**src/rtl/irqagg_pkg.sv**
```systemverilog
package irqagg_pkg;
    localparam int DATA_W = 32;
    localparam int ADDR_W = 4;

    // Register word addresses
    localparam logic [ADDR_W-1:0] A_L1_STAT   = 4'd0;
    localparam logic [ADDR_W-1:0] A_L1_MASK   = 4'd1;
    localparam logic [ADDR_W-1:0] A_AUX_STAT  = 4'd2;
    localparam logic [ADDR_W-1:0] A_AUX_MASK  = 4'd3;
    localparam logic [ADDR_W-1:0] A_MSI_STAT  = 4'd4;
    localparam logic [ADDR_W-1:0] A_MSI_MASK  = 4'd5;
    localparam logic [ADDR_W-1:0] A_PAYLOAD   = 4'd6;
    localparam logic [ADDR_W-1:0] A_HOST_STAT = 4'd7;
    localparam logic [ADDR_W-1:0] A_HOST_MASK = 4'd8;

    // Bit positions decoded by software
    localparam int L1_ASRT_LSB   = 16;
    localparam int L1_DASRT_LSB  = 20;
    localparam int L1_MSI_BIT    = 24;
    localparam int AUX_PM_BIT    = 4;
    localparam int AUX_FLUSH_BIT = 5;
    localparam int HOST_CORE_BIT = 16;

    // Valid fields and reset masks
    localparam logic [DATA_W-1:0] L1_VALID      = 32'h07FF_FFFF;
    localparam logic [DATA_W-1:0] L1_MASK_RST   = 32'h06FF_FFFF;
    localparam logic [DATA_W-1:0] AUX_VALID     = 32'h0000_0030;
    localparam logic [DATA_W-1:0] AUX_MASK_RST  = 32'h0000_0030;
    localparam logic [DATA_W-1:0] HOST_VALID    = 32'h00FF_F0FB;
    localparam logic [DATA_W-1:0] HOST_MASK_RST = 32'h00FE_F0FB;
endpackage

```
**src/rtl/irqagg_src_bank.sv**
```systemverilog
module irqagg_src_bank #(
    parameter int           W        = 32,
    parameter logic [W-1:0] VALID    = '1,
    parameter logic [W-1:0] MASK_RST = '0
) (
    input  logic         clk,
    input  logic         rst_n,
    input  logic [W-1:0] set_i,
    input  logic         stat_wr_i,
    input  logic         mask_wr_i,
    input  logic [W-1:0] wdata_i,
    output logic [W-1:0] stat_o,
    output logic [W-1:0] mask_o,
    output logic [W-1:0] pend_o,
    output logic         any_o
);
    typedef struct packed {
        logic [W-1:0] stat;
        logic [W-1:0] mask;
    } bank_t;

    bank_t bank_d, bank_q;

    always_comb begin
        bank_d = bank_q;
        if (stat_wr_i) begin
            bank_d.stat = bank_q.stat & ~wdata_i;
        end
        // a new event overrides a clear of the same bit
        bank_d.stat = (bank_d.stat | set_i) & VALID;
        if (mask_wr_i) begin
            bank_d.mask = wdata_i & VALID;
        end
    end

    always_ff @(posedge clk or negedge rst_n) begin
        if (!rst_n) begin
            bank_q.stat <= '0;
            bank_q.mask <= MASK_RST & VALID;
        end else begin
            bank_q <= bank_d;
        end
    end

    assign stat_o = bank_q.stat;
    assign mask_o = bank_q.mask;
    assign pend_o = bank_q.stat & ~bank_q.mask & VALID;
    assign any_o  = |pend_o;
endmodule

```
**src/rtl/irq_aggregator.sv**
```systemverilog
module irq_aggregator
    import irqagg_pkg::*;
#(
    parameter int MSI_VECS  = 32,
    parameter int PAYLOAD_W = 8,
    parameter int INTX_N    = 4,
    localparam int VEC_W    = $clog2(MSI_VECS)
) (
    input  logic              clk,
    input  logic              rst_n,
    input  logic [ADDR_W-1:0] reg_addr_i,
    input  logic              reg_wr_i,
    input  logic [DATA_W-1:0] reg_wdata_i,
    output logic [DATA_W-1:0] reg_rdata_o,
    input  logic [INTX_N-1:0] intx_asrt_i,
    input  logic [INTX_N-1:0] intx_dasrt_i,
    input  logic              msi_vld_i,
    input  logic [VEC_W-1:0]  msi_vec_i,
    input  logic [PAYLOAD_W-1:0] msi_data_i,
    input  logic              pm_evt_i,
    input  logic              flush_evt_i,
    output logic              irq_o
);
    typedef struct packed {
        logic [PAYLOAD_W-1:0] payload;
    } top_t;

    top_t top_d, top_q;

    logic [DATA_W-1:0]   l1_set, l1_stat, l1_mask, l1_pend;
    logic [DATA_W-1:0]   aux_set, aux_stat, aux_mask, aux_pend;
    logic [DATA_W-1:0]   host_set, host_stat, host_mask, host_pend;
    logic [MSI_VECS-1:0] msi_set, msi_stat, msi_mask, msi_pend;
    logic                l1_any, aux_any, host_any, msi_any;
    logic [PAYLOAD_W-1:0] payload_q;

    // one-hot decode of the arriving vector
    for (genvar v = 0; v < MSI_VECS; v++) begin : g_msi_dec
        assign msi_set[v] = msi_vld_i && (msi_vec_i == VEC_W'(v));
    end

    always_comb begin
        l1_set = '0;
        for (int i = 0; i < INTX_N; i++) begin
            l1_set[L1_ASRT_LSB + i]  = intx_asrt_i[i];
            l1_set[L1_DASRT_LSB + i] = intx_dasrt_i[i];
        end
        l1_set[L1_MSI_BIT] = msi_any;

        aux_set                = '0;
        aux_set[AUX_PM_BIT]    = pm_evt_i;
        aux_set[AUX_FLUSH_BIT] = flush_evt_i;

        host_set                = '0;
        host_set[HOST_CORE_BIT] = l1_any | aux_any;
    end

    irqagg_src_bank #(
        .W(MSI_VECS), .VALID('1), .MASK_RST('0)
    ) u_msi_bank (
        .clk      (clk),
        .rst_n    (rst_n),
        .set_i    (msi_set),
        .stat_wr_i(reg_wr_i && reg_addr_i == A_MSI_STAT),
        .mask_wr_i(reg_wr_i && reg_addr_i == A_MSI_MASK),
        .wdata_i  (reg_wdata_i[MSI_VECS-1:0]),
        .stat_o   (msi_stat),
        .mask_o   (msi_mask),
        .pend_o   (msi_pend),
        .any_o    (msi_any)
    );

    irqagg_src_bank #(
        .W(DATA_W), .VALID(L1_VALID), .MASK_RST(L1_MASK_RST)
    ) u_l1_bank (
        .clk      (clk),
        .rst_n    (rst_n),
        .set_i    (l1_set),
        .stat_wr_i(reg_wr_i && reg_addr_i == A_L1_STAT),
        .mask_wr_i(reg_wr_i && reg_addr_i == A_L1_MASK),
        .wdata_i  (reg_wdata_i),
        .stat_o   (l1_stat),
        .mask_o   (l1_mask),
        .pend_o   (l1_pend),
        .any_o    (l1_any)
    );

    irqagg_src_bank #(
        .W(DATA_W), .VALID(AUX_VALID), .MASK_RST(AUX_MASK_RST)
    ) u_aux_bank (
        .clk      (clk),
        .rst_n    (rst_n),
        .set_i    (aux_set),
        .stat_wr_i(reg_wr_i && reg_addr_i == A_AUX_STAT),
        .mask_wr_i(reg_wr_i && reg_addr_i == A_AUX_MASK),
        .wdata_i  (reg_wdata_i),
        .stat_o   (aux_stat),
        .mask_o   (aux_mask),
        .pend_o   (aux_pend),
        .any_o    (aux_any)
    );

    irqagg_src_bank #(
        .W(DATA_W), .VALID(HOST_VALID), .MASK_RST(HOST_MASK_RST)
    ) u_host_bank (
        .clk      (clk),
        .rst_n    (rst_n),
        .set_i    (host_set),
        .stat_wr_i(reg_wr_i && reg_addr_i == A_HOST_STAT),
        .mask_wr_i(reg_wr_i && reg_addr_i == A_HOST_MASK),
        .wdata_i  (reg_wdata_i),
        .stat_o   (host_stat),
        .mask_o   (host_mask),
        .pend_o   (host_pend),
        .any_o    (host_any)
    );

    always_comb begin
        top_d = top_q;
        if (msi_vld_i) begin
            top_d.payload = msi_data_i;
        end
    end

    always_ff @(posedge clk or negedge rst_n) begin
        if (!rst_n) begin
            top_q <= '0;
        end else begin
            top_q <= top_d;
        end
    end

    assign payload_q = top_q.payload;

    always_comb begin
        case (reg_addr_i)
            A_L1_STAT:   reg_rdata_o = l1_stat;
            A_L1_MASK:   reg_rdata_o = l1_mask;
            A_AUX_STAT:  reg_rdata_o = aux_stat;
            A_AUX_MASK:  reg_rdata_o = aux_mask;
            A_MSI_STAT:  reg_rdata_o = DATA_W'(msi_stat);
            A_MSI_MASK:  reg_rdata_o = DATA_W'(msi_mask);
            A_PAYLOAD:   reg_rdata_o = DATA_W'(payload_q);
            A_HOST_STAT: reg_rdata_o = host_stat;
            A_HOST_MASK: reg_rdata_o = host_mask;
            default:     reg_rdata_o = '0;
        endcase
    end

    // level output follows the unmasked core summary bit
    assign irq_o = host_pend[HOST_CORE_BIT];

    logic unused_ok;
    assign unused_ok = ^{aux_pend, msi_pend, host_any};
endmodule

```
**config.mk**
```make
export PLATFORM = sky130hd
export DESIGN_NAME = irq_aggregator
export DESIGN_NICKNAME = d
export VERILOG_FILES = /design/src/rtl/irqagg_pkg.sv /design/src/rtl/irqagg_src_bank.sv /design/src/rtl/irq_aggregator.sv
export SDC_FILE = /design/constraint.sdc
export NUM_CORES = 1
export LEC_CHECK = 0
export ABC_CLOCK_PERIOD_IN_PS = 2000
export BUFFER_PORTS_ARGS = -buffer_cell sky130_fd_sc_hd__buf_4
export CAP_MARGIN = 15
export CORE_MARGIN = 2
export CORE_UTILIZATION = 53
export CTS_CLUSTER_DIAMETER = 40
export CTS_CLUSTER_SIZE = 12
export DETAILED_ROUTE_END_ITERATION = 8
export PLACE_DENSITY = 0.87
export RECOVER_POWER = 50
export SETUP_SLACK_MARGIN = 0.02
export SLEW_MARGIN = 20
export SYNTH_ARGS = -nofsm -noshare
export SYNTH_HDL_FRONTEND = slang
export SYNTH_SLANG_ARGS = --single-unit
```
**constraint.sdc**
```tcl
create_clock -name clk -period 2 [get_ports clk]
set_clock_uncertainty 0.05 [all_clocks]
set_input_delay 0.4 -clock clk [delete_from_list [all_inputs] [get_ports clk]]
set_output_delay 0.4 -clock clk [all_outputs]
set_load 0.05 [all_outputs]
```
==> results of run 1 <==
## state kept, by name, indices dropped and copies added, names as in the netlist
register and count:
u_msi_bank.mask_o 32, u_msi_bank.stat_o 32, u_l1_bank.mask_o 27, u_l1_bank.stat_o 27
u_host_bank.mask_o 19, u_host_bank.stat_o 19, payload_q 8, u_aux_bank.mask_o 2
u_aux_bank.stat_o 2
## final cells by class
class | count | area share (%)
clock buffer | 25 | 4.427
clock inverter | 7 | 0.8855
inverter | 42 | 1.468
multi-input combinational | 411 | 34.75
sequential | 168 | 39.68
tap | 184 | 2.144
timing repair buffer | 168 | 16.64
## critical path, stage by stage, from the launching register on
cell	delay [ps]
dfrtp_1	420
a32o_2	260
a221oi_2	240
o211ai_1	130
buf_4	220
## where the power goes
group	switching [mW]	internal [mW]	total, mW
clock network	1.34	1.90	3.25
registers	0.585	4.15	4.74
logic	1.05	1.04	2.10
## per-layer routing
layer	track usage [%]	vias to the layer above
li1	-	2747
met5	0	-
met2	51.90	523
met4	21.53	0
met3	11.05	156
met1	39.01	3419
## metrics by stage
step	setup WS [ps]	utilization [%]	power (mW)	hold WS [ps]
2_1_floorplan	-153.0	-	5.749	54.41
3_3_place_gp	-122.0	64.43	6.380	276.5
3_5_place_dp	-158.3	64.43	6.506	281.7
4_1_cts	-83.18	72.24	9.885	84.30
5_1_grt	-210.9	73.89	10.40	84.33
6_report	-159.1	73.89	10.08	84.87
## repair_timing
action,in CTS,in global routing
setup endpoints to repair,32,32
endpoints found under the hold margin,28,0
hold buffers,1,0
cloned,4,2
pin swaps,16,15
buffers inserted,10,12
gates resized for setup,89,45
## cells by family (layout without fill, tap and decap cells)
logic type,count (synthesis),after routing
AOI/OAI and AO/OA,185,185
and+or+nand+nor,138,138
muxes,88,88
DFF,168,168
buffers and inverters,76,242
## synth_stat cells, types with 2 or more instances
cell       number  area (sq um)
and3_1          2         12.51
dfrtp_1       122          3053
nor2_1          9         33.78
buf_2          13         65.06
dfstp_2        46          1209
mux2_2         67         754.5
o211ai_1        2         15.01
a22o_1         18         157.7
mux2_1          3         33.78
nor3_4          2         32.53
a222oi_1        8         80.08
nor3b_1         2         15.01
inv_1          42         157.7
nor3_1          4         20.02
nand2_1        53         198.9
nor4b_4         2         47.55
nor4_1          5         31.28
mux2_4         18         270.3
a21o_1         13         97.59
a21boi_0       25         187.7
o2111ai_1       7         61.31
a221oi_1        2         17.52
buf_4           5         37.54
nand2b_1       25         156.4
nor2b_1         4         25.02
a21boi_1        2         15.01
a22oi_1        61         457.9
buf_6           4         45.04
nand4_1         3         18.77
a32o_1         10         100.1
a21oi_1         9         45.04
o2bb2ai_1       9         78.83
o22ai_1        15         93.84
clkbuf_1       11         41.29
nand3_1        19         95.09
## how the worst min path moves through the flow
stage	startpoint	to	slack (ps)
6_report	pm_evt_i	u_aux_bank.stat_o[4]	80
5_1_grt	pm_evt_i	u_aux_bank.stat_o[4]	80
4_1_cts	pm_evt_i	u_aux_bank.stat_o[4]	80
3_5_place_dp	rst_n	u_msi_bank.mask_o[26]	280
3_3_place_gp	rst_n	u_msi_bank.mask_o[26]	280
2_1_floorplan	rst_n	payload_q[0]	50
==> flow_summary.yaml, run 1 <==
clock_network:
  clock-sinks: 168
  clkTransAtPathRegs_ps: 70
  clkLatencyLatePin_ps: 440
  cts_max_path_buffers: 2
  cts_made_buffers: 17
  h-tree-depth: 4
  ctsRootBufferMaster: "clkbuf_16"
  cts_tree: "done"
worst_hold_path:
  min_path_cells: 2
  hold_class: "in -> reg"
detailed_routing:
  wl_per_cell_microns: 26.90
  met1_length_microns: 9755
  dr_wl_met2_microns: 12650
  vias_per_cell: 6.811
  highest_layer: "met4"
  ant_nets: 0
  first_pass_iters: 9
  wirelength_microns: 27030
  drt_iter0_markers: 968
  vias: 6845
  post-route-drc-count: 0
  dr_wl_met3_microns: 2857
synth:
  synthArstFlopShare_pct: 100.0
  synth_compound_area_share_pct: 18.34
  synth-seq-area-share_pct: 54.08
  synth-main-ff-cell: "dfrtp_1"
  syn_nets: 718
  ys_warn_count: 0
  synthMuxAreaShare_pct: 13.43
  synth_seq_cells: 168
  synth_xor_area_share_pct: 0
  synthesis.area_sq_um: 7880
  syn_inst: 655
  synth_edf_count: 0
  synth_simple_gate_area_share_pct: 9.701
  ys_types: 48
  synth_top_family_by_area: "compound AO/OA/AOI/OAI gates"
  synth_fa_ha_area_share_pct: 0
  post_synth.cell_area_avg_sq_um: 12.03
setup_path:
  startpoint_type: "flip-flop"
  reg2reg_depth: 3
  reg2reg_slack_ps: 200
  cp_data_arrival_time_ps: 1710
  crit_start: "u_aux_bank.stat_o[4]"
  endpoint: "reg_rdata_o[4]"
  critPathKind: "reg -> out"
  cp_data_required_time_ps: 1550
  r2r-end: "u_host_bank.stat_o[16]"
  end_kind: "output port"
  cp_max_fo: 3
  worstReg2RegStart: "u_l1_bank.mask_o[20]"
sta:
  finalSetupViolCount: 37
  fin_crit_ps: 2159
  worst_pin_slew_ps: 1068
  rsz0062_at_grt: "true"
  post-route-period-util_pct: 108.0
  final-max-slew-violation-count: 0
  max_slew_margin_pct: 28.71
  fmax_ghz: 0.4632
  fin_setup_tns_ps: -2528
  worst_slack_ps: -159.1
  finalHoldViolCount: 0
place:
  dpl_cell_area_sq_um: 9364
  dp_hpwl_microns: 16730
  port_buffers: 95
  gp_congestion: 0.9303
  dp_cells: 946
layout:
  drive_gt1_share_pct: 49.82
  seq_area_sq_um: 4262
  nets: 871
  final_cell_mix: "122 x dfrtp_1, 97 x buf_4, 67 x mux2_2"
  stdcell_area_sq_um: 10740
  final_common_cell: "dfrtp_1"
  multi_input_area_sq_um: 3732
  fillers: 881
  final_cells: 1005
  num_antenna_cells: 0
  area_delta_synth_final_pct: 36.28
global_route:
  grt_use_total_pct: 33.08
  antenna_found_initial: 0
  grt_max_degree: 75
  grt_pass1_vias: 7263
  grt_pass1_wl_microns: 40330
  grt_overflow: 0
floorplan:
  pin_count: 96
  die_w_microns: 125.9
  fp.dieArea_sq_um: 15860
  coreArea_sq_um: 14530
  start_util_pct: 54.22
  placementRows: 44
  dieHeight_microns: 125.9
power_and_ir_drop:
  irDropWorstVdd_mv: 0.6646
  p_leak_nw: 4.805
  power.density_nw_per_um2: 939.0
outcome:
  status: "finished, violations left"
  violations: "setup timing"
run:
  maxCapViolations: 0
No activity file was read; power rests on OpenSTA's default activity.
==> run 2: changes to the inputs <==
==> constraint.sdc (replaced) <==
create_clock -name clk -period 2 [get_ports clk]
set_clock_uncertainty 0.05 [all_clocks]
set_input_delay 0.1 -clock clk [delete_from_list [all_inputs] [get_ports clk]]
set_output_delay 0.1 -clock clk [all_outputs]
set_load 0.05 [all_outputs]
==> flow_summary.yaml, run 2 (same netlist as run 1, synthesis figures left out) <==
sta:
  finalHoldViolCount: 0
  max_slew_margin_pct: 8.259
  finalSetupViolCount: 0
  fmax_ghz: 0.5312
  worst_slack_ps: 117.3
  post-route-period-util_pct: 94.13
  worst_pin_slew_ps: 1376
  fin_crit_ps: 1883
  rsz0062_at_grt: "false"
  fin_setup_tns_ps: 0
  final-max-slew-violation-count: 0
floorplan:
  pin_count: 96
  fp.dieArea_sq_um: 15860
  dieHeight_microns: 125.9
  placementRows: 44
  start_util_pct: 54.22
  coreArea_sq_um: 14530
  die_w_microns: 125.9
setup_path:
  cp_data_required_time_ps: 1850
  cp_max_fo: 25
  cp_num_buf_inv: 3
  reg2reg_depth: 4
  startpoint_type: "primary input"
  crit_family: "buffers and inverters"
  end_kind: "output port"
  r2r-end: "u_host_bank.stat_o[16]"
  critPathKind: "in -> out"
  reg2reg_slack_ps: 360
  slowest_stage: "buf_4"
  cp_data_arrival_time_ps: 1730
  worstReg2RegStart: "u_l1_bank.mask_o[16]"
  crit_chain: "buf_4 -> nand2b_4 -> nor3_4 -> buf_4 -> a22oi_1 -> nand3_1 -> buf_4"
  critPathMaxStageDelay_ps: 430
  crit_top_cell: "buf_4"
layout:
  area_delta_synth_final_pct: 29.60
  drive_gt1_share_pct: 34.50
  final_cell_mix: "122 x dfrtp_1, 102 x buf_4, 67 x mux2_2"
  final_common_cell: "dfrtp_1"
  final_cells: 1016
  final_util_pct: 70.27
  num_antenna_cells: 0
  nets: 882
run:
  maxCapViolations: 0
worst_hold_path:
  min-delay-start: "msi_vec_i[4]"
  hold_end: "u_msi_bank.stat_o[26]"
  min_path_cells: 3
  hold_class: "in -> reg"
place:
  gp_congestion: 0.8848
  port_buffers: 95
  dp_hpwl_microns: 15040
  pre_cts_slack_ps: 100.1
  dp_cells: 918
detailed_routing:
  ant_nets: 0
  wl_per_cell_microns: 24.24
  drt_iter0_markers: 906
  wirelength_microns: 24630
  vias_per_cell: 6.542
  first_pass_iters: 6
  post-route-drc-count: 0
  vias: 6647
power_and_ir_drop:
  p_int_mw: 7.544
  seqPwrFrac_pct: 44.7
  power.density_nw_per_um2: 1021
  switching_share_pct: 27.62
  pwr-share-clk_pct: 37.2
  p_leak_nw: 4.515
  p_comb_share_pct: 18.1
  finalPower_mw: 10.42
  irDropWorstVdd_mv: 0.6621
  p_switching_mw: 2.879
global_route:
  grt_pass1_wl_microns: 38630
  antenna_found_initial: 0
  grt_max_degree: 56
  grt_pass1_vias: 6940
  grt_use_total_pct: 31.70
  grt_overflow: 0
clock_network:
  postCtsSetupRepairBufs: 0
  clock-sinks: 168
  cts_made_buffers: 17
  cts_tree: "done"
  h-tree-depth: 4
  ctsRootBufferMaster: "clkbuf_16"
  clkLatencyLatePin_ps: 440
  clkTransAtPathRegs_ps: 60
  cts_max_path_buffers: 2
outcome:
  status: "complete, no violations"
run 2: cell types whose count changed in the layout (fill, tap and decap cells not counted), sizes merged:
cell,change
clkinv,+1
buf,-52
dlymetal6s2s,-1
dlygate4sd3,+65
clkinvlp,-1
bufinv,+4
clkbuf,-5
run 2: area by class of cell:
cell class	instances	area, sq um
Inverter	42	157.7
Fill cell	960	4322
Tap cell	184	230.2
Timing Repair Buffer	179	1592
Clock inverter	11	216.5
Multi-Input combinational cell	411	3274
Clock buffer	21	480.5
Sequential cell	168	4262
run 2: timing repair:
action	4_1_cts	5_1_grt
hold buffers	66	0
endpoints found under the hold margin	217	0
resized for setup	0	1
endpoints found under the setup margin	0	7
run 2: power groups by stage:
stage                     Sequential, mW  Clock [mW]  Combinational (mW)
after floorplan                     4.49           0                1.19
after global placement              4.61           0                1.67
after detailed placement            4.67           0                1.73
after CTS                           4.63        3.86                1.86
after global routing                4.71        4.00                1.99
final                               4.66        3.88                1.89
run 2: stage by stage:
step / hold slack, ps / area (sq um)
2_1_floorplan: -245.6 / 7880
3_3_place_gp: 34.99 / 8881
3_5_place_dp: 36.38 / 8881
4_1_cts: 47.01 / 10240
5_1_grt: 77.08 / 10210
6_report: 93.78 / 10210
run 2: metal layers:
metal  GRT usage (%)  vias up  wire length (microns)
met5               0        -                      0
met4           16.35        0                   1234
met3           9.431      120                   2797
met2           50.35      484                  11530
met1           39.52     3277                   9071
li1                -     2766                      -
run 2: worst max path at each step:
stage	start	endpoint	slack, ps	depth (start not counted)
floorplan	reg_addr_i[0]	reg_rdata_o[18]	230	5
CTS	reg_addr_i[3]	reg_rdata_o[5]	90	6
global route	reg_addr_i[1]	reg_rdata_o[12]	80	7
finish	reg_addr_i[1]	reg_rdata_o[12]	120	7
global placement	reg_addr_i[3]	reg_rdata_o[6]	170	6
detailed placement	reg_addr_i[3]	reg_rdata_o[5]	100	6
run 2: tightest hold or removal path: stages:
cell	delay [ps]
buf_4	150
nand3_1	190
o2bb2ai_1	100
